[src/rtl/xlat_pkg.sv]
package xlat_pkg;
  localparam int SZ_W        = 4;
  localparam int BASE_EN_BIT = 0;
  localparam int BASE_SZ_LSB = 4;
  localparam int MAP_LOW_BIT = 0;
  localparam int MAP_TY_LSB  = 1;
  localparam int TY_W        = 3;

  typedef enum logic [TY_W-1:0] {
    CYC_IO   = 3'b001,
    CYC_MEM  = 3'b011,
    CYC_CFG  = 3'b101,
    CYC_MEMM = 3'b111
  } cyc_t;
endpackage

[src/rtl/xlat_regs.sv]
module xlat_regs
  import xlat_pkg::*;
#(
  parameter int ADDR_W  = 32,
  parameter int NUM_WIN = 3,
  parameter int GRAN_W  = 20,
  parameter int WIN_W   = (NUM_WIN > 1) ? $clog2(NUM_WIN) : 1
) (
  input  logic                               clk,
  input  logic                               rst,
  input  logic                               wr_en,
  input  logic [WIN_W-1:0]                   wr_win,
  input  logic                               wr_map,
  input  logic [ADDR_W-1:0]                  wr_data,
  output logic [NUM_WIN-1:0]                 en_o,
  output logic [NUM_WIN-1:0][SZ_W-1:0]       sz_o,
  output logic [NUM_WIN-1:0][ADDR_W-GRAN_W-1:0] base_o,
  output logic [NUM_WIN-1:0][ADDR_W-GRAN_W-1:0] mhi_o,
  output logic [NUM_WIN-1:0][TY_W-1:0]       mty_o,
  output logic [NUM_WIN-1:0]                 mlow_o
);
  localparam int HI_W = ADDR_W - GRAN_W;

  for (genvar i = 0; i < NUM_WIN; i++) begin : g_win
    logic [ADDR_W-1:0] base_q, map_q;
    logic              sel;
    assign sel = wr_en && (wr_win == WIN_W'(i));

    always_ff @(posedge clk) begin
      if (rst) begin
        base_q <= '0;
        map_q  <= '0;
      end else if (sel) begin
        if (wr_map) map_q  <= wr_data;
        else        base_q <= wr_data;
      end
    end

    assign en_o[i]   = base_q[BASE_EN_BIT];
    assign sz_o[i]   = base_q[BASE_SZ_LSB +: SZ_W];
    assign base_o[i] = base_q[ADDR_W-1 -: HI_W];
    assign mhi_o[i]  = map_q[ADDR_W-1 -: HI_W];
    assign mty_o[i]  = map_q[MAP_TY_LSB +: TY_W];
    assign mlow_o[i] = map_q[MAP_LOW_BIT];
  end
endmodule

[src/rtl/xlat_match.sv]
module xlat_match
  import xlat_pkg::*;
#(
  parameter int          ADDR_W     = 32,
  parameter int          GRAN_W     = 20,
  parameter bit          FIXED      = 1'b0,
  parameter int          FIXED_CODE = 4
) (
  input  logic                      en,
  input  logic [SZ_W-1:0]           sz,
  input  logic [ADDR_W-GRAN_W-1:0]  base_hi,
  input  logic [ADDR_W-1:0]         addr,
  output logic                      hit,
  output logic [ADDR_W-GRAN_W-1:0]  keep_mask
);
  localparam int HI_W = ADDR_W - GRAN_W;

  logic [SZ_W-1:0] code;
  assign code = FIXED ? SZ_W'(FIXED_CODE) : sz;

  always_comb begin
    if (int'(code) >= HI_W) keep_mask = '0;
    else keep_mask = ~((HI_W'(1) << code) - HI_W'(1));
  end

  assign hit = en && ((addr[ADDR_W-1 -: HI_W] & keep_mask) == (base_hi & keep_mask));
endmodule

[src/rtl/xlat_pick.sv]
module xlat_pick
  import xlat_pkg::*;
#(
  parameter int ADDR_W  = 32,
  parameter int NUM_WIN = 3,
  parameter int GRAN_W  = 20,
  parameter int WIN_W   = (NUM_WIN > 1) ? $clog2(NUM_WIN) : 1
) (
  input  logic                                  clk,
  input  logic                                  rst,
  input  logic                                  req_valid,
  input  logic [ADDR_W-1:0]                     req_addr,
  input  logic [NUM_WIN-1:0]                    match_vec,
  input  logic [NUM_WIN-1:0]                    en_vec,
  input  logic [NUM_WIN-1:0][ADDR_W-GRAN_W-1:0] keep_vec,
  input  logic [NUM_WIN-1:0][ADDR_W-GRAN_W-1:0] mhi_vec,
  input  logic [NUM_WIN-1:0][TY_W-1:0]          mty_vec,
  input  logic [NUM_WIN-1:0]                    mlow_vec,
  output logic                                  rsp_valid,
  output logic                                  rsp_hit,
  output logic [WIN_W-1:0]                      rsp_win,
  output logic [ADDR_W-1:0]                     rsp_addr,
  output logic [TY_W-1:0]                       rsp_type
);
  localparam int HI_W = ADDR_W - GRAN_W;

  logic             any_hit;
  logic [WIN_W-1:0] sel;
  logic [ADDR_W-1:0] xaddr;
  logic [HI_W-1:0]  hi_part;

  always_comb begin
    sel = '0;
    for (int i = NUM_WIN - 1; i >= 0; i--) begin
      if (match_vec[i]) sel = WIN_W'(i);
    end
  end

  assign any_hit = |match_vec;
  assign hi_part = (mhi_vec[sel] & keep_vec[sel]) |
                   (req_addr[ADDR_W-1 -: HI_W] & ~keep_vec[sel]);

  always_comb begin
    xaddr = {hi_part, req_addr[GRAN_W-1:0]};
    if (!mlow_vec[sel]) xaddr[1:0] = 2'b00;
  end

  always_ff @(posedge clk) begin
    if (rst) begin
      rsp_valid <= 1'b0;
      rsp_hit   <= 1'b0;
      rsp_win   <= '0;
      rsp_addr  <= '0;
      rsp_type  <= '0;
    end else begin
      rsp_valid <= req_valid;
      rsp_hit   <= req_valid && any_hit;
      rsp_win   <= any_hit ? sel : '0;
      rsp_addr  <= any_hit ? xaddr : '0;
      rsp_type  <= any_hit ? mty_vec[sel] : '0;
    end
  end

  function automatic logic [NUM_WIN-1:0] below(input logic [WIN_W-1:0] w);
    logic [NUM_WIN-1:0] m;
    for (int i = 0; i < NUM_WIN; i++) m[i] = (i < int'(w));
    return m;
  endfunction

  assert_valid_latency_R2: assert property (@(posedge clk) disable iff (rst)
    req_valid |=> rsp_valid);
  assert_no_spurious_R2: assert property (@(posedge clk) disable iff (rst)
    !req_valid |=> !rsp_valid);
  assert_offset_kept_R2: assert property (@(posedge clk) disable iff (rst)
    rsp_hit |-> rsp_addr[GRAN_W-1:2] == $past(req_addr[GRAN_W-1:2]));
  assert_lowest_wins_R3: assert property (@(posedge clk) disable iff (rst)
    rsp_hit |-> (($past(match_vec) & below(rsp_win)) == '0));
  assert_enabled_only_R4: assert property (@(posedge clk) disable iff (rst)
    rsp_hit |-> ((($past(en_vec) >> rsp_win) & NUM_WIN'(1)) != '0));
  assert_low_bits_R8: assert property (@(posedge clk) disable iff (rst)
    (rsp_hit && rsp_addr[1:0] != 2'b00) |-> rsp_addr[1:0] == $past(req_addr[1:0]));
  assert_miss_zero_R9: assert property (@(posedge clk) disable iff (rst)
    (rsp_valid && !rsp_hit) |-> (rsp_addr == '0 && rsp_type == '0 && rsp_win == '0));
endmodule

[src/rtl/addr_window_xlat.sv]
module addr_window_xlat
  import xlat_pkg::*;
#(
  parameter int ADDR_W      = 32,
  parameter int NUM_WIN     = 3,
  parameter int GRAN_W      = 20,
  parameter int IO_WIN      = NUM_WIN - 1,
  parameter int IO_SZ_CODE  = 4,
  parameter int WIN_W       = (NUM_WIN > 1) ? $clog2(NUM_WIN) : 1
) (
  input  logic              clk,
  input  logic              rst,
  input  logic              wr_en,
  input  logic [WIN_W-1:0]  wr_win,
  input  logic              wr_map,
  input  logic [ADDR_W-1:0] wr_data,
  input  logic              req_valid,
  input  logic [ADDR_W-1:0] req_addr,
  output logic              rsp_valid,
  output logic              rsp_hit,
  output logic [WIN_W-1:0]  rsp_win,
  output logic [ADDR_W-1:0] rsp_addr,
  output logic [TY_W-1:0]   rsp_type
);
  localparam int HI_W = ADDR_W - GRAN_W;

  logic [NUM_WIN-1:0]           en_v, mlow_v, match_v;
  logic [NUM_WIN-1:0][SZ_W-1:0] sz_v;
  logic [NUM_WIN-1:0][HI_W-1:0] base_v, mhi_v, keep_v;
  logic [NUM_WIN-1:0][TY_W-1:0] mty_v;

  xlat_regs #(.ADDR_W(ADDR_W), .NUM_WIN(NUM_WIN), .GRAN_W(GRAN_W), .WIN_W(WIN_W)) u_regs (
    .clk(clk), .rst(rst), .wr_en(wr_en), .wr_win(wr_win), .wr_map(wr_map),
    .wr_data(wr_data), .en_o(en_v), .sz_o(sz_v), .base_o(base_v),
    .mhi_o(mhi_v), .mty_o(mty_v), .mlow_o(mlow_v)
  );

  for (genvar i = 0; i < NUM_WIN; i++) begin : g_cmp
    xlat_match #(
      .ADDR_W(ADDR_W), .GRAN_W(GRAN_W),
      .FIXED(i == IO_WIN), .FIXED_CODE(IO_SZ_CODE)
    ) u_match (
      .en(en_v[i]), .sz(sz_v[i]), .base_hi(base_v[i]), .addr(req_addr),
      .hit(match_v[i]), .keep_mask(keep_v[i])
    );
  end

  xlat_pick #(.ADDR_W(ADDR_W), .NUM_WIN(NUM_WIN), .GRAN_W(GRAN_W), .WIN_W(WIN_W)) u_pick (
    .clk(clk), .rst(rst), .req_valid(req_valid), .req_addr(req_addr),
    .match_vec(match_v), .en_vec(en_v), .keep_vec(keep_v), .mhi_vec(mhi_v),
    .mty_vec(mty_v), .mlow_vec(mlow_v), .rsp_valid(rsp_valid), .rsp_hit(rsp_hit),
    .rsp_win(rsp_win), .rsp_addr(rsp_addr), .rsp_type(rsp_type)
  );
endmodule

[config.mk]
export PLATFORM = sky130hd
export DESIGN_NAME = addr_window_xlat
export DESIGN_NICKNAME = d
export VERILOG_FILES = /design/src/rtl/xlat_pkg.sv /design/src/rtl/xlat_regs.sv /design/src/rtl/xlat_match.sv /design/src/rtl/xlat_pick.sv /design/src/rtl/addr_window_xlat.sv
export SDC_FILE = /design/constraint.sdc
export NUM_CORES = 1
export LEC_CHECK = 0
export BUFFER_PORTS_ARGS = -buffer_cell sky130_fd_sc_hd__buf_2
export CORE_MARGIN = 10
export CORE_UTILIZATION = 40
export DETAILED_ROUTE_END_ITERATION = 16
export GPL_TIMING_DRIVEN = 0
export PLACE_DENSITY = 0.67
export REMOVE_ABC_BUFFERS = 1
export SLEW_MARGIN = 20
export SYNTH_ARGS = -nofsm -noshare
export SYNTH_HDL_FRONTEND = slang
export SYNTH_SLANG_ARGS = --single-unit
[constraint.sdc]
create_clock -name clk -period 4.4 [get_ports clk]
set_input_delay 0.44 -clock clk [delete_from_list [all_inputs] [get_ports clk]]
set_output_delay 0.44 -clock clk [all_outputs]
set_load 0.03 [all_outputs]
* Yosys cells after proc, flatten, opt, wreduce, memory -nomap -nowiden
Index checks and enable logic that the tools add are counted.
Widths: inputs -> output; s select.
** Cells by class
- Order comparisons :: 3
- Equal/unequal tests :: 5
- Bitwise operators :: 13
- Shift operators :: 2
- Reduce and logical (&&, ||, !) cells :: 17
- Muxes and demuxes :: 13
- Add/sub/neg operators :: 2
** Operator list (number)
- $and 12x12->12 :: 6
- $bmux 12 s2 :: 2
- $mux 12 :: 4
- $not 12->12 :: 3
- $eq 12x12->1 :: 2
- $shl 1x4->12 const A :: 2
- $sub 12x2->12 const B :: 2
- $or 12x12->12 :: 1
- $reduce_and 2->1 :: 6
- $eq 8x8->1 :: 1
- $ge 4x4->1 const B :: 2
- $logic_and 1x1->1 :: 7
- $bmux 3 s2 :: 1
- $mux 2 :: 3
- $reduce_or 3->1 :: 2
- $lt 2x3->1 const B :: 1
- $mux 3 :: 1
- $not 1->1 :: 3
- $bmux 1 s2 :: 1
- $eq 2x1->1 const B :: 1
- $eq 2x2->1 const B :: 1
- $logic_not 2->1 :: 1
- $reduce_or 2->1 :: 1
- $mux 1 :: 1
** Word-level totals
- Input port bits :: 71
- Logic and storage cells :: 67
- Register bits after elaboration :: 231
- Output and inout port bits :: 39

* Logic depth before layout (Yosys ltp)
- Depth after elaboration :: 14
- Depth in mapped cells :: 14
- Depth with buffers taken out :: 10

* Cells and area by module
From an unflattened synthesis, not the netlist that was laid out.
** Unflattened totals
- Cell total of the unflattened synthesis :: 693
- Area, all modules :: 6771.5 µm²
** Modules (own cells, without submodules)
- xlat_regs :: area an instance 3982.6 µm², sequential area each 1981.9 µm², times used 1, cells an instance 356
- xlat_pick :: area an instance 1833.0 µm², sequential area each 780.7 µm², times used 1, cells an instance 201
- xlat_match (g_cmp[0].u_match ...) :: area an instance 381.6 µm², sequential area each 0.0 µm², times used 2, cells an instance 55
- xlat_match (g_cmp[2].u_match) :: area an instance 192.7 µm², sequential area each 0.0 µm², times used 1, cells an instance 26

* Least setup slack after synthesis
OpenSTA, ideal clock, no wires.
- Path type :: reg2reg
- Start :: register u_regs.g_win[0].base_q[6]
- End :: register u_pick.rsp_addr[23]
- Stages on the path, launching flop included :: 13
- Path buffers :: 4
- Setup time :: 0.086 ns
- Path slack :: 1.180 ns
- Arrival time :: 3.134 ns
- Data required time :: 4.314 ns
- Clock period less this slack :: 3.220 ns
- Cell sequence :: dfxtp_1 buf_4 buf_2 or4_1 ha_1 a32o_1 a2111o_1 or4_1 buf_2 buf_6 a211oi_2 o21ai_1 a221oi_2
** Between the ends
- Word-level cells in the longest chain between the ends :: 13
- Elaborated cells on any way between the ends :: 21
- Those cells by class :: add/sub (1); order compare (1); eq/ne (1); shift (1); mux (6); bitwise (8); reduce/logical (3)
** RTL lines
- from (decl) :: line xlat_regs.sv:25 : logic [ADDR_W-1:0] base_q, map_q;
- from (signal assigned) :: line xlat_regs.sv:35 : else base_q <= wr_data;
- $shl 1x4->12 :: line xlat_match.sv:23 : else keep_mask = ~((HI_W'(1) << code) - HI_W'(1));
- $sub 12x2->12 :: line xlat_match.sv:23
- $not 12->12 :: line xlat_match.sv:23
- $mux 12 * :: line xlat_match.sv:22 : if (int'(code) >= HI_W) keep_mask = '0;
- $and 12x12->12 :: line xlat_match.sv:26 : assign hit = en && ((addr[ADDR_W-1 -: HI_W] & keep_mask) == (base_hi & keep_mask));
- $eq 12x12->1 :: line xlat_match.sv:26
- $logic_and 1x1->1 :: line xlat_match.sv:26
- $mux 2 :: line xlat_pick.sv:35 : if (match_vec[i]) sel = WIN_W'(i);
- $bmux 12 s2 :: line xlat_pick.sv:40, xlat_pick.sv:41
- $mux 12 (not written as such) :: line xlat_pick.sv:40, xlat_pick.sv:41
- $not 12->12 :: line xlat_pick.sv:41 : (req_addr[ADDR_W-1 -: HI_W] & ~keep_vec[sel]);
- $and 12x12->12 :: line xlat_pick.sv:41
- $or 12x12->12 :: line xlat_pick.sv:40 : assign hi_part = (mhi_vec[sel] & keep_vec[sel]) |
- to (signal assigned) :: line xlat_pick.sv:59 : rsp_addr <= any_hit ? xaddr : '0;
- to (decl) :: line xlat_pick.sv:22 : output logic [ADDR_W-1:0] rsp_addr,
Mark *: on every way between the ends. The rest lies on a longest branch, timed or not. The select of a mux whose other input is x is not followed.
A chain may end at the register's enable or synchronous reset.

* Worst setup path in the final report
- Start :: register u_regs.g_win[0].base_q[6]
- End :: register u_pick.rsp_addr[22]
Same word-level chain as after synthesis.

==> run summary <==
R2r startpoint: u_regs.g_win[0].base_q[6]$_SDFFE_PP0P_
Clock-pin slew on the worst setup and hold paths: 0.06 ns
Critical path arrival: 4.43 ns
Most common cell after layout, fill and taps aside: nand2_1
Clock group share of total power: 53.3%
Crit path max-delay cell type: nor4_2
Asr flop ratio synth: 0%
Diode count: 0
Largest net degree at the start of global routing: 62
Routed WL per cell: 17.41 um
Worst setup endpoint: u_pick.rsp_addr[22]$_SDFF_PP0_
Setup slack at placement: -0.08418 ns
Final period utilization: 93.51%
Vias post-DR: 5173
Post-route ant nets: 0
Clock root cell: clkbuf_16
Setup Fix Bufs, Post-CTS: 0
FMAX: 0.2430 GHz
Fin cells: 960
Clock buffer depth: 2
Layout cells sized above 1: 18.85%
Post-detailed-placement half-perimeter wirelength: 11.45 mm
Gate power share: 6.4%
Max VDD drop: 0.0002569 V
Num CTS Buffers: 17
Tot Pwr: 2.913 mW
Grt peak-use layer: met2
Worst Path Max Fanout: 20
Die Wd: 138.4 um
Final setup violation count: 0
Cells after Synth: 701
FP Rows: 43
Crit path from: u_regs.g_win[0].base_q[6]$_SDFFE_PP0P_
Leakage power: 2.663 nW
Die Ht: 138.4 um
Sw Ratio: 21.77%
Sequential Power Share: 40.3%
Final setup margin: 0.2854 ns
RSZ-0062 raised after global routing: false
Synth unique cells: 63
Top_reg_cell synth: dfxtp_1
Initial antenna violation count: 0
Reg2reg path depth: 8
Gpl congestion: 0.8429
CP endpoint kind: flop
Reg-to-reg setup timing slack: 0.29 ns
Yosys warning count: 0
Pwr Density: 426.7 mW/mm2
Vias in the first global route: 5051
Drt first-iter violations: 488
Fin Setup TNS: 0 ns
Post-Route WL: 16.72 mm
Max-cap violation count: 0
Clock skew: 0.01092 ns
Final worst hold slack: 0.2159 ns
#FFs+latches synth: 126
Worst-Margin Slew: 0.8771 ns
First drt pass iteration count: 5
Initial core utilization: 40.56%
DRC errors left: 0
Die area: 0.01916 mm2
CP Class: flop to flop
Crit-path cells: or4_1 > ha_1 > a32o_1 > a2111o_1 > nor4_2 > or3_2 > a31oi_1 > a211oi_1
Crit path largest cell delay: 0.76 ns
Port Buffers: 97
Worst R2R End: u_pick.rsp_addr[22]$_SDFF_PP0_
Pint: 2.279 mW
Register area share after synthesis: 44.98%
Routing usage on met1: 21.67%
GR Overflow Total: 0
Post-CTS Hold Fix Bufs: 0
Routing usage on met3: 5.719%
Core area: 0.01383 mm2
Syn avg cell area: 8.000 um2
Worst-skew pair later-pin latency: 0.43 ns
Most frequent cells in the layout: nand2_1, dfxtp_1, buf_2, a21oi_1, and2_1
M2 GR Usage: 26.33%
IO Pins: 110
First-pass GRT wire length: 26.67 mm
Final hold vios: 0
Nets: 840
Net Sw Power: 0.6341 mW
Placed insts: 928
Pins Over Slew Limit: 0
Slew HR: 41.37%
Critical Path RT: 4.72 ns
CTS tree: done
Mapped Area: 0.005608 mm2
Clk sinks: 126
H-tree depth: 4
GRT Util Overall: 17.10%
Hold Path Class: input pin to flop
Status: finished, final reports clean
Setup crit start kind: flop
Syn-to-layout area delta: 21.73%
Post-layout min period: 4.115 ns
Drt via density: 5.389
Number of synthesized flops with an enable pin: 0
==> critical path, delay by kind of cell (launching register included) <==
family,cells,cell delay (ns)
simple gates,3,2.01
fa+ha+maj,1,0.40
compound gates,4,1.05
flops,1,0.53
==> power by group through the flow <==
stage                     Combinational (mW)  Sequential (mW)  Clock, mW
after floorplan                       0.0880             1.19          0
after global placement                 0.174             1.20          0
after detailed placement               0.181             1.20          0
after CTS                              0.183             1.17       1.57
after global routing                   0.205             1.18       1.63
final                                  0.185             1.17       1.55
==> layer usage <==
| layer | routed length (um) | up-vias |
|---|---|---|
| met3 | 1570 | 24 |
| li1 | - | 2524 |
| met5 | 0 | - |
| met4 | 263 | 0 |
| met1 | 7406 | 2409 |
| met2 | 7476 | 216 |
==> final cells by class <==
class	instances	area [um2]
clock inverter	10	183.9
fill	1368	7000
multi-input combinational	513	2840
tap	180	225.2
inverter	7	26.28
clock buffer	22	474.2
sequential	126	2522
timing repair buffer	102	554.3
==> repair_timing <==
item                                    CTS  global route
hold endpoints to repair                  0             0
endpoints found under the setup margin   17            16
resized for setup                         1             2
==> stage by stage <==
stage          cell area, um2  utilization (%)
2_1_floorplan            5353                -
3_3_place_gp             6063            43.85
3_5_place_dp             6155            44.51
4_1_cts                  6817            49.30
5_1_grt                  6827            49.37
6_report                 6827            49.37
==> worst min path at each step <==
stage                     depth (start not counted)  slack, ns                                     end                                   start
after CTS                                         2       0.20          u_pick.rsp_addr[13]$_SDFF_PP0_                            req_addr[13]
after global placement                            2       0.44  u_regs.g_win[0].map_q[24]$_SDFFE_PP0P_  u_regs.g_win[0].map_q[24]$_SDFFE_PP0P_
after global routing                              2       0.20          u_pick.rsp_addr[13]$_SDFF_PP0_                            req_addr[13]
final                                             2       0.22           u_pick.rsp_addr[5]$_SDFF_PP0_                             req_addr[5]
after floorplan                                   2       0.43  u_regs.g_win[0].map_q[24]$_SDFFE_PP0P_  u_regs.g_win[0].map_q[24]$_SDFFE_PP0P_
after detailed placement                          2       0.45  u_regs.g_win[1].map_q[30]$_SDFFE_PP0P_  u_regs.g_win[1].map_q[30]$_SDFFE_PP0P_
==> Yosys cell counts (all sizes together) (4+ instances only) <==
cell    instances  area (um2)
a211oi         10       80.07
a21oi          96       480.5
a221oi          4       41.29
a22o           10       87.58
and2           27       168.9
buf            22       128.9
clkbuf         33       126.4
dfxtp         126        2522
inv             7       26.28
mux2i           4       40.04
nand2         197       742.0
nand3           7       35.03
nand4           6       37.54
nor2           20       82.58
nor2b           6       37.54
nor3           10       55.05
o211ai          6       45.04
o21ai          18       90.08
o31ai           5       37.54
or4             5       41.29
xnor2          19       166.4
xor2           15       131.4
==> flip-flops by register name (all words and copies together), names as in the netlist <==
name,cells
u_pick.rsp_type,3
u_pick.rsp_win,2
u_pick.rsp_hit,1
u_regs.g_win.map_q,44
u_regs.g_win.base_q,43
u_pick.rsp_addr,32
u_pick.rsp_valid,1
==> cells by family after synthesis <==
logic type / Yosys count / share of synthesized area [%]
xor gates and xnor gates: 34 / 5.310
muxes: 4 / 0.7140
buffers and inverters: 62 / 5.020
adders and majority gates: 2 / 0.4462
DFF: 126 / 44.98
and+or+nand+nor: 296 / 23.78
AOI/OAI and AO/OA: 177 / 19.75
Note: power is estimated with default switching activity, not from simulation.
